## src/rtl/twsi_pkg.sv

```systemverilog
package twsi_pkg;

  typedef enum logic [2:0] {
    ST_IDLE,
    ST_RX,
    ST_RX_ACK,
    ST_TX,
    ST_TX_ACK,
    ST_IGNORE
  } state_t;

  typedef enum logic [1:0] {
    PH_ADDR,
    PH_INDEX,
    PH_COUNT,
    PH_DATA
  } phase_t;

  // advance a register index, wrapping past the last implemented one
  function automatic logic [7:0] wrap_inc(input logic [7:0] cur, input logic [7:0] last);
    return (cur >= last) ? 8'd0 : cur + 8'd1;
  endfunction

endpackage

```

## src/rtl/twsi_sync.sv

```systemverilog
module twsi_sync #(
  parameter int STAGES = 2
) (
  input  logic clk,
  input  logic rst,
  input  logic scl_i,
  input  logic sda_i,
  output logic scl_s,
  output logic sda_s,
  output logic scl_rise,
  output logic scl_fall,
  output logic start_ev,
  output logic stop_ev
);
  logic [STAGES-1:0] scl_sh;
  logic [STAGES-1:0] sda_sh;
  logic              scl_p;
  logic              sda_p;

  // idle bus level is high, so reset the chain high to avoid false events
  always_ff @(posedge clk) begin
    if (rst) begin
      scl_sh <= '1;
      sda_sh <= '1;
      scl_p  <= 1'b1;
      sda_p  <= 1'b1;
    end else begin
      scl_sh <= {scl_sh[STAGES-2:0], scl_i};
      sda_sh <= {sda_sh[STAGES-2:0], sda_i};
      scl_p  <= scl_sh[STAGES-1];
      sda_p  <= sda_sh[STAGES-1];
    end
  end

  assign scl_s    = scl_sh[STAGES-1];
  assign sda_s    = sda_sh[STAGES-1];
  assign scl_rise = scl_s & ~scl_p;
  assign scl_fall = ~scl_s & scl_p;
  assign start_ev = scl_s & scl_p & sda_p & ~sda_s;
  assign stop_ev  = scl_s & scl_p & ~sda_p & sda_s;

endmodule

```

## src/rtl/twsi_fsm.sv

```systemverilog
module twsi_fsm
  import twsi_pkg::*;
#(
  parameter int         NUM_REGS = 7,
  parameter logic [6:0] DEV_ADDR = 7'h6A
) (
  input  logic       clk,
  input  logic       rst,
  input  logic       sda_s,
  input  logic       scl_rise,
  input  logic       scl_fall,
  input  logic       start_ev,
  input  logic       stop_ev,
  input  logic [7:0] rd_data,
  output logic [7:0] rd_idx,
  output logic       wr_en,
  output logic [7:0] wr_idx,
  output logic [7:0] wr_data,
  output logic       sda_oe,
  output state_t     st_o
);
  localparam logic [7:0] COUNT_BYTE = 8'(NUM_REGS);
  localparam logic [7:0] LAST_IDX   = 8'(NUM_REGS - 1);

  state_t     st;
  phase_t     ph;
  logic [3:0] bitcnt;
  logic [7:0] shreg;
  logic [7:0] idx;
  logic [7:0] cnt;
  logic       rd_dir;
  logic       host_ack;

  always_ff @(posedge clk) begin
    if (rst) begin
      st       <= ST_IDLE;
      ph       <= PH_ADDR;
      bitcnt   <= '0;
      shreg    <= '0;
      idx      <= '0;
      cnt      <= '0;
      rd_dir   <= 1'b0;
      host_ack <= 1'b0;
      sda_oe   <= 1'b0;
      wr_en    <= 1'b0;
      wr_idx   <= '0;
      wr_data  <= '0;
    end else begin
      wr_en <= 1'b0;
      if (start_ev) begin
        st     <= ST_RX;
        ph     <= PH_ADDR;
        bitcnt <= '0;
        rd_dir <= 1'b0;
        sda_oe <= 1'b0;
      end else if (stop_ev) begin
        st     <= ST_IDLE;
        sda_oe <= 1'b0;
      end else begin
        case (st)
          ST_RX: begin
            if (scl_rise && bitcnt < 4'd8) begin
              shreg  <= {shreg[6:0], sda_s};
              bitcnt <= bitcnt + 4'd1;
            end else if (scl_fall && bitcnt == 4'd8) begin
              case (ph)
                PH_ADDR: begin
                  if (shreg[7:1] == DEV_ADDR) begin
                    rd_dir <= shreg[0];
                    ph     <= PH_INDEX;
                    sda_oe <= 1'b1;
                    st     <= ST_RX_ACK;
                  end else begin
                    st <= ST_IGNORE;
                  end
                end
                PH_INDEX: begin
                  idx    <= shreg;
                  ph     <= PH_COUNT;
                  sda_oe <= 1'b1;
                  st     <= ST_RX_ACK;
                end
                PH_COUNT: begin
                  cnt    <= shreg;
                  ph     <= PH_DATA;
                  sda_oe <= 1'b1;
                  st     <= ST_RX_ACK;
                end
                default: begin
                  if (cnt != 8'd0) begin
                    wr_en   <= 1'b1;
                    wr_idx  <= idx;
                    wr_data <= shreg;
                    idx     <= wrap_inc(idx, LAST_IDX);
                    cnt     <= cnt - 8'd1;
                    sda_oe  <= 1'b1;
                    st      <= ST_RX_ACK;
                  end else begin
                    st <= ST_IGNORE;
                  end
                end
              endcase
            end
          end
          ST_RX_ACK: begin
            if (scl_fall) begin
              bitcnt <= '0;
              if (rd_dir) begin
                shreg  <= COUNT_BYTE;
                sda_oe <= ~COUNT_BYTE[7];
                st     <= ST_TX;
              end else begin
                sda_oe <= 1'b0;
                st     <= ST_RX;
              end
            end
          end
          ST_TX: begin
            if (scl_fall) begin
              if (bitcnt == 4'd7) begin
                sda_oe <= 1'b0;
                st     <= ST_TX_ACK;
              end else begin
                bitcnt <= bitcnt + 4'd1;
                shreg  <= {shreg[6:0], 1'b0};
                sda_oe <= ~shreg[6];
              end
            end
          end
          ST_TX_ACK: begin
            if (scl_rise) begin
              host_ack <= ~sda_s;
            end else if (scl_fall) begin
              if (host_ack) begin
                shreg  <= rd_data;
                sda_oe <= ~rd_data[7];
                idx    <= wrap_inc(idx, LAST_IDX);
                bitcnt <= '0;
                st     <= ST_TX;
              end else begin
                st <= ST_IGNORE;
              end
            end
          end
          default: ;
        endcase
      end
    end
  end

  assign rd_idx = idx;
  assign st_o   = st;

endmodule

```

## src/rtl/twsi_regbank.sv

```systemverilog
module twsi_regbank #(
  parameter int                      NUM_REGS = 7,
  parameter logic [NUM_REGS*8-1:0]   RST_VAL  = 56'h00FFFFFFFFCF21,
  parameter logic [NUM_REGS*8-1:0]   RO_MASK  = 56'hFF000000003000
) (
  input  logic                  clk,
  input  logic                  rst,
  input  logic                  wr_en,
  input  logic [7:0]            wr_idx,
  input  logic [7:0]            wr_data,
  input  logic [7:0]            rd_idx,
  output logic [7:0]            rd_data,
  input  logic [NUM_REGS*8-1:0] ro_in,
  output logic [NUM_REGS*8-1:0] cfg_q
);

  for (genvar g = 0; g < NUM_REGS; g++) begin : g_reg
    localparam logic [7:0] MASK = RO_MASK[g*8 +: 8];
    logic [7:0] store;

    // only writable bits are held; read-only bits come straight from ro_in
    always_ff @(posedge clk) begin
      if (rst) begin
        store <= RST_VAL[g*8 +: 8] & ~MASK;
      end else if (wr_en && wr_idx == 8'(g)) begin
        store <= wr_data & ~MASK;
      end
    end

    assign cfg_q[g*8 +: 8] = store | (ro_in[g*8 +: 8] & MASK);
  end

  always_comb begin
    rd_data = '0;
    for (int i = 0; i < NUM_REGS; i++) begin
      if (rd_idx == 8'(i)) rd_data = cfg_q[i*8 +: 8];
    end
  end

endmodule

```

## src/rtl/twsi_cfg_slave.sv

```systemverilog
module twsi_cfg_slave
  import twsi_pkg::*;
#(
  parameter int                    NUM_REGS    = 7,
  parameter logic [6:0]            DEV_ADDR    = 7'h6A,
  parameter int                    SYNC_STAGES = 2,
  parameter logic [NUM_REGS*8-1:0] RST_VAL     = 56'h00FFFFFFFFCF21,
  parameter logic [NUM_REGS*8-1:0] RO_MASK     = 56'hFF000000003000
) (
  input  logic                  clk,
  input  logic                  rst,
  input  logic                  scl_i,
  input  logic                  sda_i,
  output logic                  sda_oe,
  input  logic [NUM_REGS*8-1:0] ro_in,
  output logic [NUM_REGS*8-1:0] cfg_q
);
  logic       scl_s;
  logic       sda_s;
  logic       scl_rise;
  logic       scl_fall;
  logic       start_ev;
  logic       stop_ev;
  logic [7:0] rd_idx;
  logic [7:0] rd_data;
  logic       wr_en;
  logic [7:0] wr_idx;
  logic [7:0] wr_data;
  state_t     st;

  twsi_sync #(.STAGES(SYNC_STAGES)) i_sync (
    .clk      (clk),
    .rst      (rst),
    .scl_i    (scl_i),
    .sda_i    (sda_i),
    .scl_s    (scl_s),
    .sda_s    (sda_s),
    .scl_rise (scl_rise),
    .scl_fall (scl_fall),
    .start_ev (start_ev),
    .stop_ev  (stop_ev)
  );

  twsi_fsm #(.NUM_REGS(NUM_REGS), .DEV_ADDR(DEV_ADDR)) i_fsm (
    .clk      (clk),
    .rst      (rst),
    .sda_s    (sda_s),
    .scl_rise (scl_rise),
    .scl_fall (scl_fall),
    .start_ev (start_ev),
    .stop_ev  (stop_ev),
    .rd_data  (rd_data),
    .rd_idx   (rd_idx),
    .wr_en    (wr_en),
    .wr_idx   (wr_idx),
    .wr_data  (wr_data),
    .sda_oe   (sda_oe),
    .st_o     (st)
  );

  twsi_regbank #(.NUM_REGS(NUM_REGS), .RST_VAL(RST_VAL), .RO_MASK(RO_MASK)) i_bank (
    .clk     (clk),
    .rst     (rst),
    .wr_en   (wr_en),
    .wr_idx  (wr_idx),
    .wr_data (wr_data),
    .rd_idx  (rd_idx),
    .rd_data (rd_data),
    .ro_in   (ro_in),
    .cfg_q   (cfg_q)
  );

endmodule

```

## config.mk

```make
export PLATFORM = sky130hd
export DESIGN_NAME = twsi_cfg_slave
export DESIGN_NICKNAME = d
export VERILOG_FILES = /design/src/rtl/twsi_pkg.sv /design/src/rtl/twsi_sync.sv /design/src/rtl/twsi_fsm.sv /design/src/rtl/twsi_regbank.sv /design/src/rtl/twsi_cfg_slave.sv
export SDC_FILE = /design/constraint.sdc
export NUM_CORES = 1
export LEC_CHECK = 0
export ABC_AREA = 1
export CORE_MARGIN = 2
export CORE_UTILIZATION = 51
export DETAILED_ROUTE_END_ITERATION = 6
export PLACE_DENSITY_LB_ADDON = 0.12
export RECOVER_POWER = 100
export SYNTH_ARGS = -nofsm -noshare
export SYNTH_HDL_FRONTEND = slang
export SYNTH_SLANG_ARGS = --single-unit
```

## constraint.sdc

```tcl
create_clock -name clk -period 2.47 [get_ports clk]
set_clock_uncertainty 0.15 [all_clocks]
set_input_delay 0.247 -clock clk [delete_from_list [all_inputs] [get_ports clk]]
set_output_delay 0.247 -clock clk [all_outputs]
set_load 0.03 [all_outputs]
```

# ---- Word-level counts from Yosys, hierarchy flattened
# Index checks and enable logic that the tools add are counted.
# W data, S select, Z words.
dict set report op_classes {
  order_cmp 2
  n_eq_ne 43
  n_bitwise 21
  n_reduce_logical 35
  mux 66
  n_shift 0
  div 0
  n_mul 0
  n_addsub 3
}
# operator n
set op_table {}
lappend op_table {{$mux W8} 23}
lappend op_table {{$pmux W8 S2} 3}
lappend op_table {{$eq A8 B3 Y1 const B} 5}
lappend op_table {{$eq A8 B2 Y1 const B} 4}
lappend op_table {{$pmux W8 S4} 1}
lappend op_table {{$mux W3} 10}
lappend op_table {{$mux W4} 7}
lappend op_table {{$ne A4 B1 Y1 const B} 5}
lappend op_table {{$reduce_and A10 Y1} 2}
lappend op_table {{$ne A2 B1 Y1 const B} 9}
lappend op_table {{$eq A8 B1 Y1 const B} 2}
lappend op_table {{$logic_not A8 Y1} 2}
lappend op_table {{$pmux W4 S4} 1}
lappend op_table {{$reduce_and A8 Y1} 2}
lappend op_table {{$mux W1} 14}
lappend op_table {{$reduce_and A7 Y1} 2}
lappend op_table {{$not A1 Y1} 13}
lappend op_table {{$pmux W3 S4} 1}
lappend op_table {{$reduce_and A6 Y1} 2}
lappend op_table {{$reduce_and A11 Y1} 1}
lappend op_table {{$reduce_and A9 Y1} 1}
lappend op_table {{$reduce_or A9 Y1} 1}
lappend op_table {{$add A8 B1 Y8 const B} 1}
lappend op_table {{$ge A8 B3 Y1 const B} 1}
lappend op_table {{33 further kinds} 57}
dict set report totals {
  mem_bits_ro 0
  ram_bits 0
  latch_bits 0
  regBits 105
  out_inout_bits 57
  input_bits 60
  n_memories 0
  word_cells 193
}

# ---- Longest topological paths before layout
# Gate-level depths: netlist of run 1.
dict set report logic_depth {
  depth_word 13
  depth_mapped 17
  depth_no_buf 16
}

# ---- Hierarchy
# From an unflattened synthesis of run 1, not the netlist that was laid out.
dict set report unflattened {
  hier_cells 777
  area_unflattened_um2 5486.5
}
# module area_each_um2 cells_per_inst instances seq_area_each_um2
set by_module_without_submodules {}
lappend by_module_without_submodules {twsi_fsm 3042.9 452 1 1061.0}
lappend by_module_without_submodules {twsi_regbank 2245.9 301 1 920.9}
lappend by_module_without_submodules {twsi_sync 197.7 24 1 120.1}

# ---- Worst setup path before layout of run 1
# Ideal clock, no wire load.
dict set report synth_path {
  path_kind {flip-flop to flip-flop}
  startpoint {register i_fsm.cnt[0]}
  endpoint {register i_fsm.wr_data[0]}
  path_stages_with_launch 12
  setup_ps 128
  t_required_ps 2192
  t_arrival_ps 1678
  path_slack_ps 514
  synth_period_minus_slack_ps 1956
  path_buffers 1
  path_cell_list {dfxtp_1 -> inv_1 -> ha_1 -> inv_1 -> nor2_1 -> nand2_1 -> nor2_1 -> nand4_1 -> nand2_1 -> nor2_2 -> clkbuf_1 -> a21oi_1}
}
dict set report synth_via {
  elab_chain_cells 2
}
# element line_no
set synth_lines {}
lappend synth_lines {{from (decl)} twsi_fsm.sv:30} ;# logic [7:0] cnt;
lappend synth_lines {{from (signal assigned)} twsi_fsm.sv:84} ;# cnt <= shreg;
lappend synth_lines {{from (signal assigned)} twsi_fsm.sv:95} ;# cnt <= cnt - 8'd1;
lappend synth_lines {{$reduce_bool A8 Y1} twsi_fsm.sv:90} ;# if (cnt != 8'd0) begin
lappend synth_lines {{$reduce_and A7 Y1 (no line)} -}
lappend synth_lines {{to (signal assigned)} twsi_fsm.sv:93} ;# wr_data <= shreg;
lappend synth_lines {{to (decl)} twsi_fsm.sv:18} ;# output logic [7:0] wr_data,
# No other way between the ends.
# A chain may end at the register's enable or synchronous reset.

# ---- Worst setup path after layout of run 1
dict set report layout_path {
  startpoint {register i_fsm.st[2] (netlist: i_fsm.st_o[2])}
  endpoint {register i_fsm.bitcnt[2]}
}
dict set report layout_via {
  elab_chain_cells 3
  elab_cells_between_ends 14
  classes_between {eq/ne (11); mux (1); reduce/logical (2)}
}
# element line_no
set layout_lines {}
lappend layout_lines {{from (decl)} twsi_fsm.sv:25} ;# state_t st;
lappend layout_lines {{from (signal assigned)} twsi_fsm.sv:36} ;# st <= ST_IDLE;
lappend layout_lines {{from (signal assigned)} twsi_fsm.sv:51} ;# st <= ST_RX;
lappend layout_lines {{from (signal assigned)} twsi_fsm.sv:57} ;# st <= ST_IDLE;
lappend layout_lines {{$eq A3 B2 Y1 (tied with other cells)} twsi_fsm.sv:60} ;# case (st)
lappend layout_lines {{$ne A2 B1 Y1 (no line) (tied with other cells)} -}
lappend layout_lines {{$reduce_and A9 Y1 (no line)} -}
lappend layout_lines {{to (signal assigned)} twsi_fsm.sv:64} ;# bitcnt <= bitcnt + 4'd1;
lappend layout_lines {{to (signal assigned)} twsi_fsm.sv:124} ;# bitcnt <= bitcnt + 4'd1;
lappend layout_lines {{to (decl)} twsi_fsm.sv:27} ;# logic [3:0] bitcnt;
# Parallel ways exist; a longest one is shown, timed or not.

==> impl_metrics.ini, run 1 <==
[outcome]
status = complete, no violations

[floorplan]
initial_core_util = 0.518
coreArea_mm2 = 0.0101
chipWidth_um = 105
dieHeight_um = 105
rows = 37
die_area_mm2 = 0.0111
io_pins = 117

[clocking]
clk_pin_slew_ns = 0.09
cts_inserted_buffers = 9
cts_setup_buffers = 0
htreeDepth = 3
cts_tree = done
clock-root-buffer = clkbuf_8
clock_path_buffers = 2
clock_sinks = 105
clock_latency_ns = 0.38

[worst_setup_path]
required_ns = 2.56
end_kind = flip-flop
r2r_slack_ns = 0.15
crit_slowest_cell = o21ai_0
start_kind = flip-flop
path_common_cell = nor3_1
r2r_end = i_fsm.bitcnt[2]$_SDFFE_PP0P_
critical-path-top-delay-family = simple AND/OR/NAND/NOR gates
path_buf_inv = 2
path_cells = inv_2, nor3_1, buf_4, nor2_4, o21ai_2, nand3_1, o21ai_0, nor3_1
max_stage_delay_ns = 0.55
timing.rr.start = i_fsm.st_o[2]$_SDFFE_PP0P_
r2r_cells = 8
critPathArrivalTime_ns = 2.40
cp_max_fo = 9
worstSetupPathType = flip-flop to flip-flop

[global_route]
grt_overflow = 0
busiest_layer = met2
grt_start_max_net_pins = 54
antenna_found_initial = 0
use_met1 = 0.318
grt_use_met3 = 0.0353
first_global_vias = 4839
track_usage = 0.261
use_met2 = 0.449
grt_pass1_wl_mm = 23.2

[yosys]
synth_area_leader_cell = dfxtp_1
synth_seq_cells = 105
synth_area_leaders = dfxtp_1 (40%), nand2_1 (11%), a21oi_1 (6.6%), o211ai_1 (6.0%), o21ai_0 (5.9%)
yosys-top-cells-count = nand2_1 (150), dfxtp_1 (105), inv_1 (76)
synthCells = 730
syn_area_mm2 = 0.00525
yosys_warnings = 0
seq_area_frac_synth = 0.400
ys_async_sr_fraction = 0
yosys.cell_types.count = 42
yosysMostFrequentCell = nand2_1
avgSynthCellArea_um2 = 7.20
synth_edf_count = 0
syn_nets = 802
synth_top_area_share = 0.400
synth_flop_cell = dfxtp_1

[power_and_ir_drop]
combinationalPowerShare = 0.293
power_frac_seq = 0.419
p_clk_frac = 0.288
vdd_drop_max_mv = 0.464
netSwitchingPower_w = 0.00156
cellLeakagePower_nw = 2.75
internal_power_w = 0.00292
sw_frac_of_total = 0.348
p_per_area_mw_per_mm2 = 710

[timing]
period_minus_slack_ns = 2.32
fin_crit_sh = 0.937
drv_slew = 0
rsz0062_at_grt = false
clock.fmax_ghz = 0.432
setup_tns_ns = 0
hold_viol = 0
tightestPinTransition_ns = 1.03
setup_viol = 0
slew_headroom = 0.311

[hold_path]
hp-start = scl_i
hp-class = input port to flip-flop
holdPathStages = 2
whs_endpoint = i_sync.scl_sh[0]$_SDFF_PP1_

[job]
drv_cap = 0

[finish]
final_layout_size_suffix_gt1_frac = 0.0764
n_antenna_cell = 0
layout.cells.non_filler = 934
final_nets = 865
syn2layout_area_growth_pct = 20.2
fin_area_mm2 = 0.00631

[placed_design]
dp_hpwl_mm = 10.5
dp_cells = 918
gp_congestion = 0.976
port_buffers = 70
place_area_mm2 = 0.00607

[drt]
via_count = 5082
wl_mm = 14.1
via_per_inst = 5.44
drc = 0
wire_per_inst_um = 15.1
first_iter_violations = 231
ant_nets = 0
dr.pass1.iters = 5
==> worst reg2reg max path, cell delays in order, from the launching register on <==
cell and delay (ns):
dfxtp_1 0.41, inv_2 0.08, nor3_1 0.25, buf_4 0.22, nor2_4 0.07, o21ai_2 0.10
nand3_1 0.23, o21ai_0 0.55, nor3_1 0.13
==> placed cells by master, fill, tap and decap left out, types with 8 or more instances in the layout <==
cell             Yosys  final
a21oi_1             69     69
buf_4               12     14
clkbuf_8             0     10
clkdlybuf4s50_1      0     12
dfxtp_1            105    105
dlygate4sd3_1        0     58
ha_1                12     12
inv_1               76     77
nand2_1            150    148
nand3_1             27     28
nand4_1              8      8
nor2_1              64     64
nor3_1              16     17
o211ai_1            42     42
o21ai_0             62     63
or2_2                8      8
==> worst max-delay path by stage <==
stage                                       startpoint                             to  slack [ns]  cells past startpoint
final                       i_fsm.st_o[2]$_SDFFE_PP0P_   i_fsm.bitcnt[2]$_SDFFE_PP0P_        0.15                      8
after global routing      i_fsm.rd_idx[1]$_SDFFE_PP0P_      i_fsm.sda_oe$_SDFFE_PP0P_      0.0002                     15
after CTS                    i_fsm.cnt[0]$_SDFFE_PP0P_  i_fsm.wr_data[4]$_SDFFE_PP0P_        0.07                     11
after detailed placement     i_fsm.cnt[0]$_SDFFE_PP0P_  i_fsm.wr_data[4]$_SDFFE_PP0P_        0.10                     11
after global placement       i_fsm.cnt[0]$_SDFFE_PP0P_  i_fsm.wr_data[4]$_SDFFE_PP0P_        0.22                     11
after floorplan              i_fsm.cnt[0]$_SDFFE_PP0P_  i_fsm.wr_data[0]$_SDFFE_PP0P_        0.51                     11
==> layout make-up <==
cell class | instances | area [um2]
inverters | 83 | 314
fillers | 952 | 3830
clock inverters | 5 | 103
well taps | 136 | 170
repair buffers | 88 | 822
clock buffers | 11 | 141
flip-flops and latches | 105 | 2100
multi-input cells | 506 | 2660
==> registers in the layout, summed over array words and instances, names as in the netlist, 2 cells and up <==
register	cells
i_fsm.cnt	8
i_fsm.bitcnt	4
i_fsm.st_o	3
i_fsm.rd_idx	8
i_fsm.wr_idx	8
i_fsm.wr_data	8
i_sync.scl_sh	2
i_fsm.shreg	8
i_sync.sda_sh	2
i_fsm.ph	2
i_bank.g.store	46
==> logic make-up (layout without fill, tap and decap cells) <==
group	count (synthesis)	count (layout)	share of synthesized area
XOR/XNOR	6	6	0.0100
buffers and inverters	119	187	0.0962
flip-flops	105	105	0.400
AND/OR/NAND/NOR	295	295	0.252
AO/OA/AOI/OAI	193	193	0.213
adder cells (fa/ha/maj)	12	12	0.0286
==> metrics by stage <==
stage	hold slack (ns)	power, W	worst slack, ns	util
floorplan	0.187	0.00285	0.514	-
CTS	0.276	0.00449	0.0679	0.623
global route	0.294	0.00472	0.000190	0.622
detailed placement	0.270	0.00323	0.100	0.599
finish	0.282	0.00448	0.155	0.622
global placement	0.256	0.00319	0.216	0.599
==> timing repair <==
action	4_1_cts	5_1_grt
gates resized for setup	0	6
endpoints found under the setup margin	0	32
hold buffers	0	0
endpoints found under the hold margin	0	0
==> power by group through the flow <==
stage	clock [W]	sequential, W	combinational [W]
5_1_grt	0.00136	0.00189	0.00147
2_1_floorplan	0	0.00189	0.000964
4_1_cts	0.00130	0.00188	0.00131
3_3_place_gp	0	0.00191	0.00128
6_report	0.00129	0.00188	0.00131
3_5_place_dp	0	0.00192	0.00131
==> routing by layer <==
layer  up-vias  share of wire
li1       2560              -
met1      2313           0.43
met5         -              0
met3        39          0.048
met2       170           0.49
met4         0          0.036
No activity file was read; power rests on OpenSTA's default activity.
==> inputs of run 2 (changes only) <==
Settings changed: ABC_CLOCK_PERIOD_IN_PS from default to 2470, GPL_ROUTABILITY_DRIVEN from default to 0.
==> results of run 2 <==
The final DEF is identical to that of run 1; final timing and power are the same.
